## config.mk

```make
export PLATFORM = sky130hd
export DESIGN_NAME = brk_uart_tx
export DESIGN_NICKNAME = d
export VERILOG_FILES = /design/src/rtl/brk_uart_pkg.sv /design/src/rtl/brk_tx_slot.sv /design/src/rtl/brk_tx_engine.sv /design/src/rtl/brk_uart_tx.sv
export SDC_FILE = /design/constraint.sdc
export NUM_CORES = 1
export LEC_CHECK = 0
export ABC_AREA = 0
export ABC_CLOCK_PERIOD_IN_PS = 4200
export BUFFER_PORTS_ARGS = -buffer_cell sky130_fd_sc_hd__clkbuf_2
export CAP_MARGIN = 20
export CELL_PAD_IN_SITES_DETAIL_PLACEMENT = 1
export CELL_PAD_IN_SITES_GLOBAL_PLACEMENT = 1
export CORE_MARGIN = 5
export CORE_UTILIZATION = 25
export CTS_BUF_LIST = sky130_fd_sc_hd__clkbuf_4 sky130_fd_sc_hd__clkbuf_8
export CTS_CLUSTER_DIAMETER = 30
export DETAILED_ROUTE_END_ITERATION = 10
export GPL_ROUTABILITY_DRIVEN = 1
export MAX_ROUTING_LAYER = met4
export PLACE_DENSITY = 0.6
export SLEW_MARGIN = 0
export SYNTH_ARGS = -nofsm -noshare
export SYNTH_HDL_FRONTEND = slang
export SYNTH_SLANG_ARGS = --single-unit
```

## constraint.sdc

```tcl
create_clock -name clk -period 4.2 [get_ports clk]
set_input_delay 0 -clock clk [delete_from_list [all_inputs] [get_ports clk]]
set_output_delay 0 -clock clk [all_outputs]
set_load 0.02 [all_outputs]
```

## src/rtl/brk_uart_pkg.sv

```systemverilog
package brk_uart_pkg;

    typedef enum logic [1:0] {
        PAR_NONE = 2'd0,
        PAR_EVEN = 2'd1,
        PAR_ODD  = 2'd2,
        PAR_OFF  = 2'd3
    } par_e;

    typedef enum logic [2:0] {
        S_IDLE,
        S_START,
        S_DATA,
        S_PAR,
        S_STOP,
        S_BRK,
        S_RECOV
    } tx_st_e;

    typedef struct packed {
        logic en;
        logic val;
    } par_bit_t;

    function automatic logic par_enabled(input logic [1:0] mode);
        return (mode == PAR_EVEN) || (mode == PAR_ODD);
    endfunction

    function automatic int unsigned frame_bits(input int unsigned dw, input logic [1:0] mode);
        return dw + 32'd2 + (par_enabled(mode) ? 32'd1 : 32'd0);
    endfunction

    function automatic logic calc_par(input logic odd, input logic [31:0] d);
        return odd ^ (^d);
    endfunction

endpackage

```

## src/rtl/brk_tx_slot.sv

```systemverilog
module brk_tx_slot
    import brk_uart_pkg::*;
#(
    parameter int DW = 8
) (
    input  logic          clk,
    input  logic          rst,
    input  logic          wr_valid,
    input  logic [DW-1:0] wr_data,
    input  logic          cmd_start,
    input  logic          cmd_stop,
    input  logic          brk_busy,
    input  logic          in_brk,
    input  logic          take_char,
    input  logic          take_brk,
    output logic          hold_full,
    output logic [DW-1:0] hold_data,
    output logic          brk_pend,
    output logic          rdy,
    output logic          stop_acc
);

    logic start_acc;
    logic wr_acc;

    assign rdy       = !hold_full && !brk_pend;
    assign start_acc = rdy && cmd_start && !cmd_stop && !brk_busy;
    assign stop_acc  = rdy && cmd_stop && !cmd_start && in_brk;
    assign wr_acc    = wr_valid && rdy && !start_acc;

    always_ff @(posedge clk) begin
        if (rst) begin
            hold_full <= 1'b0;
            hold_data <= '0;
            brk_pend  <= 1'b0;
        end else begin
            if (start_acc) begin
                brk_pend <= 1'b1;
            end else if (take_brk) begin
                brk_pend <= 1'b0;
            end
            if (wr_acc) begin
                hold_full <= 1'b1;
                hold_data <= wr_data;
            end else if (take_char) begin
                hold_full <= 1'b0;
            end
        end
    end

    AST_START_BLOCKED_IN_BRK: assert property (@(posedge clk) disable iff (rst)
        (brk_busy && cmd_start && !brk_pend) |=> !brk_pend);

    AST_BOTH_CMDS_IGNORED: assert property (@(posedge clk) disable iff (rst)
        (cmd_start && cmd_stop && !brk_pend) |=> !brk_pend);

    AST_START_DROPS_RDY: assert property (@(posedge clk) disable iff (rst)
        start_acc |=> !rdy);

    AST_PEND_WRITE_DROPPED: assert property (@(posedge clk) disable iff (rst)
        (brk_pend && !hold_full && wr_valid) |=> !hold_full);

endmodule

```

## src/rtl/brk_tx_engine.sv

```systemverilog
module brk_tx_engine
    import brk_uart_pkg::*;
#(
    parameter int DW        = 8,
    parameter int GW        = 8,
    parameter int RECOV_MIN = 12
) (
    input  logic          clk,
    input  logic          rst,
    input  logic          tick,
    input  logic [1:0]    par_mode,
    input  logic [GW-1:0] guard_len,
    input  logic          hold_full,
    input  logic [DW-1:0] hold_data,
    input  logic          brk_pend,
    input  logic          stop_acc,
    output logic          take_char,
    output logic          take_brk,
    output logic          tx,
    output logic          brk_busy,
    output logic          in_brk,
    output logic          idle
);

    localparam int BW    = (DW > 1) ? $clog2(DW) : 1;
    localparam int FMAX  = DW + 3;
    localparam int AW    = (GW > $clog2(FMAX + 1)) ? GW : $clog2(FMAX + 1);
    localparam int BASEW = (AW > $clog2(RECOV_MIN + 1)) ? AW : $clog2(RECOV_MIN + 1);
    localparam int CW    = BASEW + 1;

    tx_st_e         st;
    logic [DW-1:0]  sh;
    logic [BW-1:0]  bidx;
    par_bit_t       pq;
    logic [CW-1:0]  cnt;
    logic [CW-1:0]  flen;
    logic [CW-1:0]  rlen;
    logic           stop_q;
    logic           slot_end;
    logic           recov_done;
    logic           brk_done;

    assign rlen       = (CW'(guard_len) > CW'(RECOV_MIN)) ? CW'(guard_len) : CW'(RECOV_MIN);
    assign recov_done = (st == S_RECOV) && (cnt == rlen - CW'(1));
    assign brk_done   = stop_q && (cnt >= flen - CW'(1));
    assign slot_end   = tick && ((st == S_IDLE) || (st == S_STOP) || recov_done);
    assign take_char  = slot_end && hold_full;
    assign take_brk   = slot_end && !hold_full && brk_pend;

    always_ff @(posedge clk) begin
        if (rst) begin
            st     <= S_IDLE;
            sh     <= '0;
            bidx   <= '0;
            pq     <= '0;
            cnt    <= '0;
            flen   <= '0;
            stop_q <= 1'b0;
        end else begin
            if (stop_acc) begin
                stop_q <= 1'b1;
            end
            if (tick) begin
                case (st)
                    S_START: begin
                        st   <= S_DATA;
                        bidx <= '0;
                    end
                    S_DATA: begin
                        sh <= sh >> 1;
                        if (bidx == BW'(DW - 1)) begin
                            st <= pq.en ? S_PAR : S_STOP;
                        end else begin
                            bidx <= bidx + BW'(1);
                        end
                    end
                    S_PAR: st <= S_STOP;
                    S_BRK: begin
                        if (brk_done) begin
                            st     <= S_RECOV;
                            cnt    <= '0;
                            stop_q <= 1'b0;
                        end else if (cnt != '1) begin
                            cnt <= cnt + CW'(1);
                        end
                    end
                    S_RECOV: begin
                        if (!recov_done) begin
                            cnt <= cnt + CW'(1);
                        end
                    end
                    default: ;
                endcase
                if (take_char) begin
                    st <= S_START;
                    sh <= hold_data;
                    pq <= '{en: par_enabled(par_mode),
                            val: calc_par(par_mode == PAR_ODD, 32'(hold_data))};
                end else if (take_brk) begin
                    st     <= S_BRK;
                    cnt    <= '0;
                    stop_q <= 1'b0;
                    flen   <= CW'(frame_bits(DW, par_mode));
                end else if (slot_end) begin
                    st <= S_IDLE;
                end
            end
        end
    end

    always_comb begin
        case (st)
            S_START: tx = 1'b0;
            S_DATA:  tx = sh[0];
            S_PAR:   tx = pq.val;
            S_BRK:   tx = 1'b0;
            default: tx = 1'b1;
        endcase
    end

    assign brk_busy = (st == S_BRK) || (st == S_RECOV);
    assign in_brk   = (st == S_BRK);
    assign idle     = (st == S_IDLE);

    AST_STOP_ONLY_IN_BRK: assert property (@(posedge clk) disable iff (rst)
        stop_q |-> (st == S_BRK));

    AST_BRK_MIN_HELD: assert property (@(posedge clk) disable iff (rst)
        ((st == S_BRK) && tick && (cnt < flen - CW'(1))) |=> (st == S_BRK));

    AST_RECOV_FLOOR: assert property (@(posedge clk) disable iff (rst)
        ((st == S_RECOV) && tick && (cnt < CW'(RECOV_MIN - 1))) |=> (st == S_RECOV));

endmodule

```

## src/rtl/brk_uart_tx.sv

```systemverilog
module brk_uart_tx
    import brk_uart_pkg::*;
#(
    parameter int DW        = 8,
    parameter int GW        = 8,
    parameter int RECOV_MIN = 12
) (
    input  logic          clk,
    input  logic          rst,
    input  logic          baud_tick,
    input  logic          wr_valid,
    input  logic [DW-1:0] wr_data,
    input  logic          brk_start,
    input  logic          brk_stop,
    input  logic [1:0]    par_mode,
    input  logic [GW-1:0] guard_len,
    output logic          tx,
    output logic          rdy,
    output logic          empty
);

    logic          hold_full;
    logic [DW-1:0] hold_data;
    logic          brk_pend;
    logic          stop_acc;
    logic          take_char;
    logic          take_brk;
    logic          brk_busy;
    logic          in_brk;
    logic          idle;

    brk_tx_slot #(.DW(DW)) u_slot (
        .clk       (clk),
        .rst       (rst),
        .wr_valid  (wr_valid),
        .wr_data   (wr_data),
        .cmd_start (brk_start),
        .cmd_stop  (brk_stop),
        .brk_busy  (brk_busy),
        .in_brk    (in_brk),
        .take_char (take_char),
        .take_brk  (take_brk),
        .hold_full (hold_full),
        .hold_data (hold_data),
        .brk_pend  (brk_pend),
        .rdy       (rdy),
        .stop_acc  (stop_acc)
    );

    brk_tx_engine #(.DW(DW), .GW(GW), .RECOV_MIN(RECOV_MIN)) u_engine (
        .clk       (clk),
        .rst       (rst),
        .tick      (baud_tick),
        .par_mode  (par_mode),
        .guard_len (guard_len),
        .hold_full (hold_full),
        .hold_data (hold_data),
        .brk_pend  (brk_pend),
        .stop_acc  (stop_acc),
        .take_char (take_char),
        .take_brk  (take_brk),
        .tx        (tx),
        .brk_busy  (brk_busy),
        .in_brk    (in_brk),
        .idle      (idle)
    );

    assign empty = idle && !hold_full && !brk_pend;

    AST_EMPTY_LINE_HIGH: assert property (@(posedge clk) disable iff (rst)
        empty |-> tx);

endmodule

```

== Yosys cells after proc, flatten, opt, wreduce, memory -nomap -nowiden ==
Cells that the tools add are included.

* $add $sub $neg: 5
* $lt $le $gt $ge: 2
* Eq/ne operators: 14
* Multiplexer cells: 30
* Bitwise operators: 2
* Reductions and logical operators: 40

{| class="wikitable"
|+ Operators by type and width
! operator !! number
|-
| 9-bit two-way mux || 5
|-
| 32-bit XOR reduction || 1
|-
| 8-bit two-way mux || 3
|-
| 3-bit two-way mux || 7
|-
| 9-bit case mux with 2 select lines || 1
|-
| 9-bit by 1-bit subtractor with 9-bit output (second input constant) || 2
|-
| 1-bit logical AND || 17
|-
| 3-bit equality test (second input constant) || 4
|-
| 3-bit case mux with 4 select lines || 1
|-
| 1-bit two-way mux || 11
|-
| 5-bit by 3-bit != test with 1-bit output (second input constant) || 2
|-
| 4-bit by 9-bit adder with 9-bit output (first input constant) || 1
|-
| 9-bit by 1-bit adder with 9-bit output (second input constant) || 1
|-
| 9-bit equality test || 1
|-
| 9-bit >= comparator || 1
|-
| 9-bit != test (second input constant) || 1
|-
| 8-bit by 4-bit greater-than comparator with 1-bit output (second input constant) || 1
|-
| 2-bit nonzero test || 4
|-
| 7-bit nonzero test || 1
|-
| 3-bit by 2-bit equality test with 1-bit output (second input constant) || 2
|-
| 1-bit logical NOT || 6
|-
| 3-bit case mux with 2 select lines || 1
|-
| 3-bit AND reduction || 2
|-
| 1-bit logical OR || 4
|-
| 12 further kinds || 13
|}

* Register bits after elaboration: 45
* Input port bits: 24
* Logic and storage cells: 104

== Depth between registers and ports, before layout ==
* Word-level depth: 12
* Depth in mapped cells: 13
* Mapped depth without buffers: 12

== Cells and area by module ==
From an unflattened synthesis, not the netlist that was laid out.

* Cells, all modules: 362
* Area, all modules: 2889.0 µm²

{| class="wikitable"
|+ Modules (own cells, without submodules)
! module !! instances !! cells an instance !! area an instance (µm²) !! seq. area each (µm²)
|-
| brk_tx_engine || 1 || 315 || 2414.8 || 560.5
|-
| brk_tx_slot || 1 || 46 || 461.7 || 200.2
|-
| brk_uart_tx || 1 || 1 || 12.5 || 0.0
|}

== Worst setup path after synthesis ==
OpenSTA, ideal clock, no wires.

* Kind: input-to-reg
* Start: in guard_len[6]
* End: reg u_engine.cnt[3]
* Setup time: 117 ps
* Arrival: 2996 ps
* Slack: 1086 ps
* Stages: 12
* Path buffers: 1
* Path through: buf_2 -> or4_4 -> o21ai_2 -> ha_1 -> xnor2_1 -> or4_1 -> nor4_2 -> nand4_1 -> and4bb_4 -> o22ai_2 -> a31o_1 -> a32o_1

* Cells in the longest elaborated chain, start to end: 11

{| class="wikitable"
|+ RTL lines
! what !! RTL line !! RTL
|-
| start: declaration || brk_uart_tx.sv:16 || <nowiki>input logic [GW-1:0] guard_len,</nowiki>
|-
| 8-bit by 4-bit greater-than comparator with 1-bit output || brk_tx_engine.sv:43 || <nowiki>assign rlen = (CW'(guard_len) > CW'(RECOV_MIN)) ? CW'(guard_len) : CW'(RECOV_MIN);</nowiki>
|-
| 8-bit two-way mux * || brk_tx_engine.sv:43 ||
|-
| 9-bit by 1-bit subtractor with 9-bit output * || brk_tx_engine.sv:44 || <nowiki>assign recov_done = (st == S_RECOV) && (cnt == rlen - CW'(1));</nowiki>
|-
| 9-bit equality test * || brk_tx_engine.sv:44 ||
|-
| 1-bit logical AND * || brk_tx_engine.sv:44 ||
|-
| branches (longest 5 deep; another with 9-bit two-way mux) || - ||
|-
| 9-bit two-way mux * || brk_tx_engine.sv:94 || <nowiki>if (take_char) begin</nowiki>
|-
| end signal: assignment || brk_tx_engine.sv:84 || <nowiki>cnt <= cnt + CW'(1);</nowiki>
|-
| end signal: assignment || brk_tx_engine.sv:89 || <nowiki>cnt <= cnt + CW'(1);</nowiki>
|-
| end: declaration || brk_tx_engine.sv:35 || <nowiki>logic [CW-1:0] cnt;</nowiki>
|}

Mark *: on every way between the ends.
A chain may end at the register's enable or synchronous reset.

== Worst setup path in the final report ==
* Start: in guard_len[7]
* End: reg u_engine.sh[0]

* Cells in the longest elaborated chain, start to end: 10

{| class="wikitable"
|+ RTL lines
! what !! RTL line !! RTL
|-
| 8-bit by 4-bit greater-than comparator with 1-bit output || brk_tx_engine.sv:43 ||
|-
| 8-bit two-way mux * || brk_tx_engine.sv:43 ||
|-
| 9-bit by 1-bit subtractor with 9-bit output * || brk_tx_engine.sv:44 ||
|-
| 9-bit equality test * || brk_tx_engine.sv:44 ||
|-
| 1-bit logical AND * || brk_tx_engine.sv:44 ||
|-
| 1-bit logical OR * || brk_tx_engine.sv:46 || <nowiki>assign slot_end = tick && ((st == S_IDLE) || (st == S_STOP) || recov_done);</nowiki>
|-
| 1-bit logical AND * || brk_tx_engine.sv:46 ||
|-
| 1-bit logical AND * || brk_tx_engine.sv:47 || <nowiki>assign take_char = slot_end && hold_full;</nowiki>
|-
| 2-bit nonzero test (no line) || - ||
|-
| 2-bit AND reduction (no line) || - ||
|-
| end signal: assignment || brk_tx_engine.sv:70 || <nowiki>sh <= sh >> 1;</nowiki>
|-
| end signal: assignment || brk_tx_engine.sv:96 || <nowiki>sh <= hold_data;</nowiki>
|-
| end: declaration || brk_tx_engine.sv:32 || <nowiki>logic [DW-1:0] sh;</nowiki>
|}

Mark *: on every way between the ends. The rest lies on a longest branch, timed or not.

==> summary.txt <==
Global routing
  • Total grt overflow: 0
  • GRT Total Usage: 12.75%
  • Largest net degree at the start of global routing: 31
  • First-pass GRT wire length: 13,280 µm
  • Initial antenna violation count: 0
  • Vias in the first global route: 2,614

STA
  • Worst hold margin: 0.08653 ns
  • Pins Over Slew Limit: 0
  • Final Hold Fails: 0
  • Fin crit share: 77.11%
  • Max-slew headroom: 52.01%
  • Unrepaired setup endpoints after global routing: no
  • Fmax: 0.3088 GHz
  • Clock skew: 0.005526 ns
  • Setup tns final: 0 ns
  • Setup ws final: 0.9614 ns
  • Worst slew pin tran: 0.7198 ns
  • Min Tclk post-route: 3.239 ns
  • Setup violations, final: 0

Logic synthesis
  • Register area share after synthesis: 28.03%
  • Main flop type after synthesis: dfxtp_1
  • Post-Synth XOR/XNOR Area: 4.518%
  • Post-synth net total: 369
  • Area share of and/or/nand/nor cells after synthesis: 24.94%
  • FFs w/ async S/R, synth: 0%
  • Post-synth EDFFs: 0
  • Multiplexer area fraction after synthesis: 4.979%
  • Yosys cell types: 66
  • Syn. warnings: 0
  • Synth Area in Adders: 8.299%
  • Main combinational cell family by area after synthesis: simple AND/OR/NAND/NOR gates
  • Synthesized flop and latch total: 38
  • Post-Syn Instances: 327
  • Compound-Gate Fraction of Synth Area: 24.85%
  • Syn_area_per_cell: 8.299 µm²
  • Netlist Area Pre-Place: 2714 µm²

Critical path
  • Worst path slowest cell: or4_4
  • CP Cell Sequence: clkbuf_2 > or4_4 > o21ai_0 > ha_1 > xnor2_1 > or4_1 > nor4_2 > and3_1 > a31oi_4 > nor3b_4 > nor3_2 > o2bb2ai_1
  • Slowest cell delay on critical path: 0.59 ns
  • Worst-path fanout max: 10
  • Crit path buf inv count: 1
  • Worst setup SP type: input port
  • R2r setup slk: 1.29 ns
  • WP data required: 4.35 ns
  • Worst EP arrival: 3.39 ns
  • Start point of the critical path: guard_len[7]
  • Crit path kind: in -> reg
  • Origin of the critical flop-to-flop path: u_engine.cnt[0]
  • Critical Path End Type: flip-flop
  • Top delay family on crit path: simple AND/OR/NAND/NOR gates

Placement
  • Post-DP HPWL: 6245 µm
  • Placed cells: 483
  • Pre-CTS setup slack: 0.6463 ns
  • GPL Wtd Cong: 0.8425
  • DP Area: 2975 µm²
  • Number of buffers inserted by port buffering: 26

Cells and area
  • Final cell count without fillers: 499
  • # fillers: 1,337
  • Seq. cell area: 760.7 µm²
  • Share of cells above drive strength 1: 15.32%
  • Nets: 400
  • Syn-to-layout area delta: 16.09%
  • Antenna cell count: 0
  • Layout Utilization: 29.32%
  • Final Cell Area: 3151 µm²
  • Area occupied by multi-input gates: 1834 µm²

Clock network
  • CTS tree: done
  • Max Buffers Root-to-Sink: 2
  • # clock sinks: 38
  • Worst skew pair latency: 0.29 ns
  • Setup Fix Bufs, Post-CTS: 0
  • Post-CTS Hold Fix Bufs: 8
  • Clk slew on worst S/H paths: 0.08 ns
  • H-tree depth: 2
  • Clk root buf: clkbuf_8
  • CTS Buf Count: 5
  • PostCTS Resize Cnt: 0

Pwr
  • P_leak: 1.238 nW
  • Max VDD drop: 261.9 µV
  • PwrDens: 275.8 nW/µm²
  • Total power: 0.8690 mW

Drt
  • Routed WL per cell: 15.87 µm
  • Via Count: 2,523
  • First-pass iteration count of the detailed router: 4
  • ANT nets after route: 0
  • Via density: 5.056
  • Initial drt markers: 125
  • DRT Wirelength: 7921 µm
  • DRC Markers: 0

Floorplanning
  • Ports: 27
  • Core region area: 10,750 µm²
  • Initial cell density of the core: 25.26%
  • Die H: 114.2 µm
  • Die ar.: 13,040 µm²
  • Num rows: 38
  • Die W: 114.2 µm

Hold path
  • HP Class: in -> reg
  • Worst hold start: par_mode[1]

Outcome
  • Outcome: finished clean

Run
  • Total of max-cap violations: 0
## state kept, by name, summed over array words and instances (netlist names)
signal / count
u_engine.flen: 2
u_engine.bidx: 3
u_slot.hold_full: 1
u_engine.pq: 2
u_engine.st: 3
u_engine.cnt: 9
u_engine.stop_q: 1
u_slot.brk_pend: 1
u_slot.hold_data: 8
u_engine.sh: 8
## power by group
group          switching (mW)  internal, mW
Clock                   0.134         0.132
Combinational           0.123        0.0858
Sequential             0.0183         0.376
## cell usage after synthesis (6+ instances only)
| library cell | count | share of area (%) |
|---|---|---|
| mux2i_1 | 12 | 4.4 |
| inv_1 | 18 | 2.5 |
| clkbuf_1 | 8 | 1.1 |
| nor3_1 | 9 | 1.7 |
| and3_1 | 7 | 1.6 |
| ha_1 | 18 | 8.3 |
| nand2_1 | 17 | 2.4 |
| a211oi_1 | 6 | 1.7 |
| dfxtp_1 | 38 | 28 |
| a21oi_1 | 17 | 3.1 |
| o21ai_0 | 10 | 1.8 |
| nor2_1 | 46 | 6.4 |
| nand3_1 | 9 | 1.7 |
| xnor2_1 | 9 | 2.9 |
| a22oi_1 | 10 | 2.8 |
## path summary, 6_finish.rpt
check	endpoint	cells past startpoint
min reg2reg	u_engine.pq[0]	2
min	u_engine.pq[1]	3
max reg2reg	u_engine.cnt[0]	10
max	u_engine.sh[0]	12
## cell families (layout without fill, tap and decap cells)
| group | Yosys count | count (layout) |
|---|---|---|
| muxes | 13 | 13 |
| xor gates and xnor gates | 14 | 14 |
| DFF | 38 | 38 |
| adders and majority gates | 18 | 18 |
| AOI/OAI and AO/OA | 90 | 90 |
| buffers and inverters | 29 | 61 |
| and+or+nand+nor | 125 | 125 |
## layout make-up
type	count	area share (%)
Timing Repair Buffer	35	6.910
Inverter	18	2.145
Tap cell	140	5.560
Clock buffer	6	2.621
Multi-Input combinational cell	260	58.22
Sequential cell	38	24.15
Clock inverter	2	0.3971
## tightest hold or removal path, stage by stage
cell and delay [ns]:
clkbuf_2 0.08, ha_1 0.17, a211oi_2 0.08
## routing by layer
| layer | vias up | wire, µm | global-route usage, % |
|---|---|---|---|
| li1 | 1265 | - | - |
| met1 | 1213 | 3629 | 15.92 |
| met2 | 40 | 3995 | 22.52 |
| met3 | 5 | 246 | 1.638 |
| met4 | 0 | 50 | 1.742 |
| met5 | - | 0 | - |
## layout by cell type, fill, tap and decap left out, types with 3 or more instances in the layout
| cell | Yosys | layout |
|---|---|---|
| nand2_1 | 17 | 17 |
| and3_1 | 7 | 7 |
| inv_1 | 18 | 18 |
| xnor2_1 | 9 | 9 |
| o21ai_0 | 10 | 10 |
| dfxtp_1 | 38 | 38 |
| clkbuf_2 | 1 | 26 |
| o21a_1 | 5 | 5 |
| a211oi_1 | 6 | 6 |
| o22ai_1 | 3 | 3 |
| ha_1 | 18 | 18 |
| a22oi_1 | 10 | 10 |
| o2bb2ai_1 | 5 | 5 |
| dlygate4sd3_1 | 0 | 8 |
| nor2b_1 | 3 | 3 |
| xor2_1 | 5 | 5 |
| a31oi_1 | 3 | 3 |
| a32o_1 | 4 | 4 |
| or3_1 | 4 | 4 |
| o21ai_2 | 3 | 3 |
| clkbuf_8 | 0 | 6 |
| a21oi_1 | 17 | 17 |
| nor2_1 | 46 | 46 |
| nand3_1 | 9 | 9 |
| nand2b_1 | 3 | 3 |
| and2_1 | 4 | 4 |
| nor3_1 | 9 | 9 |
| mux2i_1 | 12 | 12 |
(Power assumes the default switching activity.)
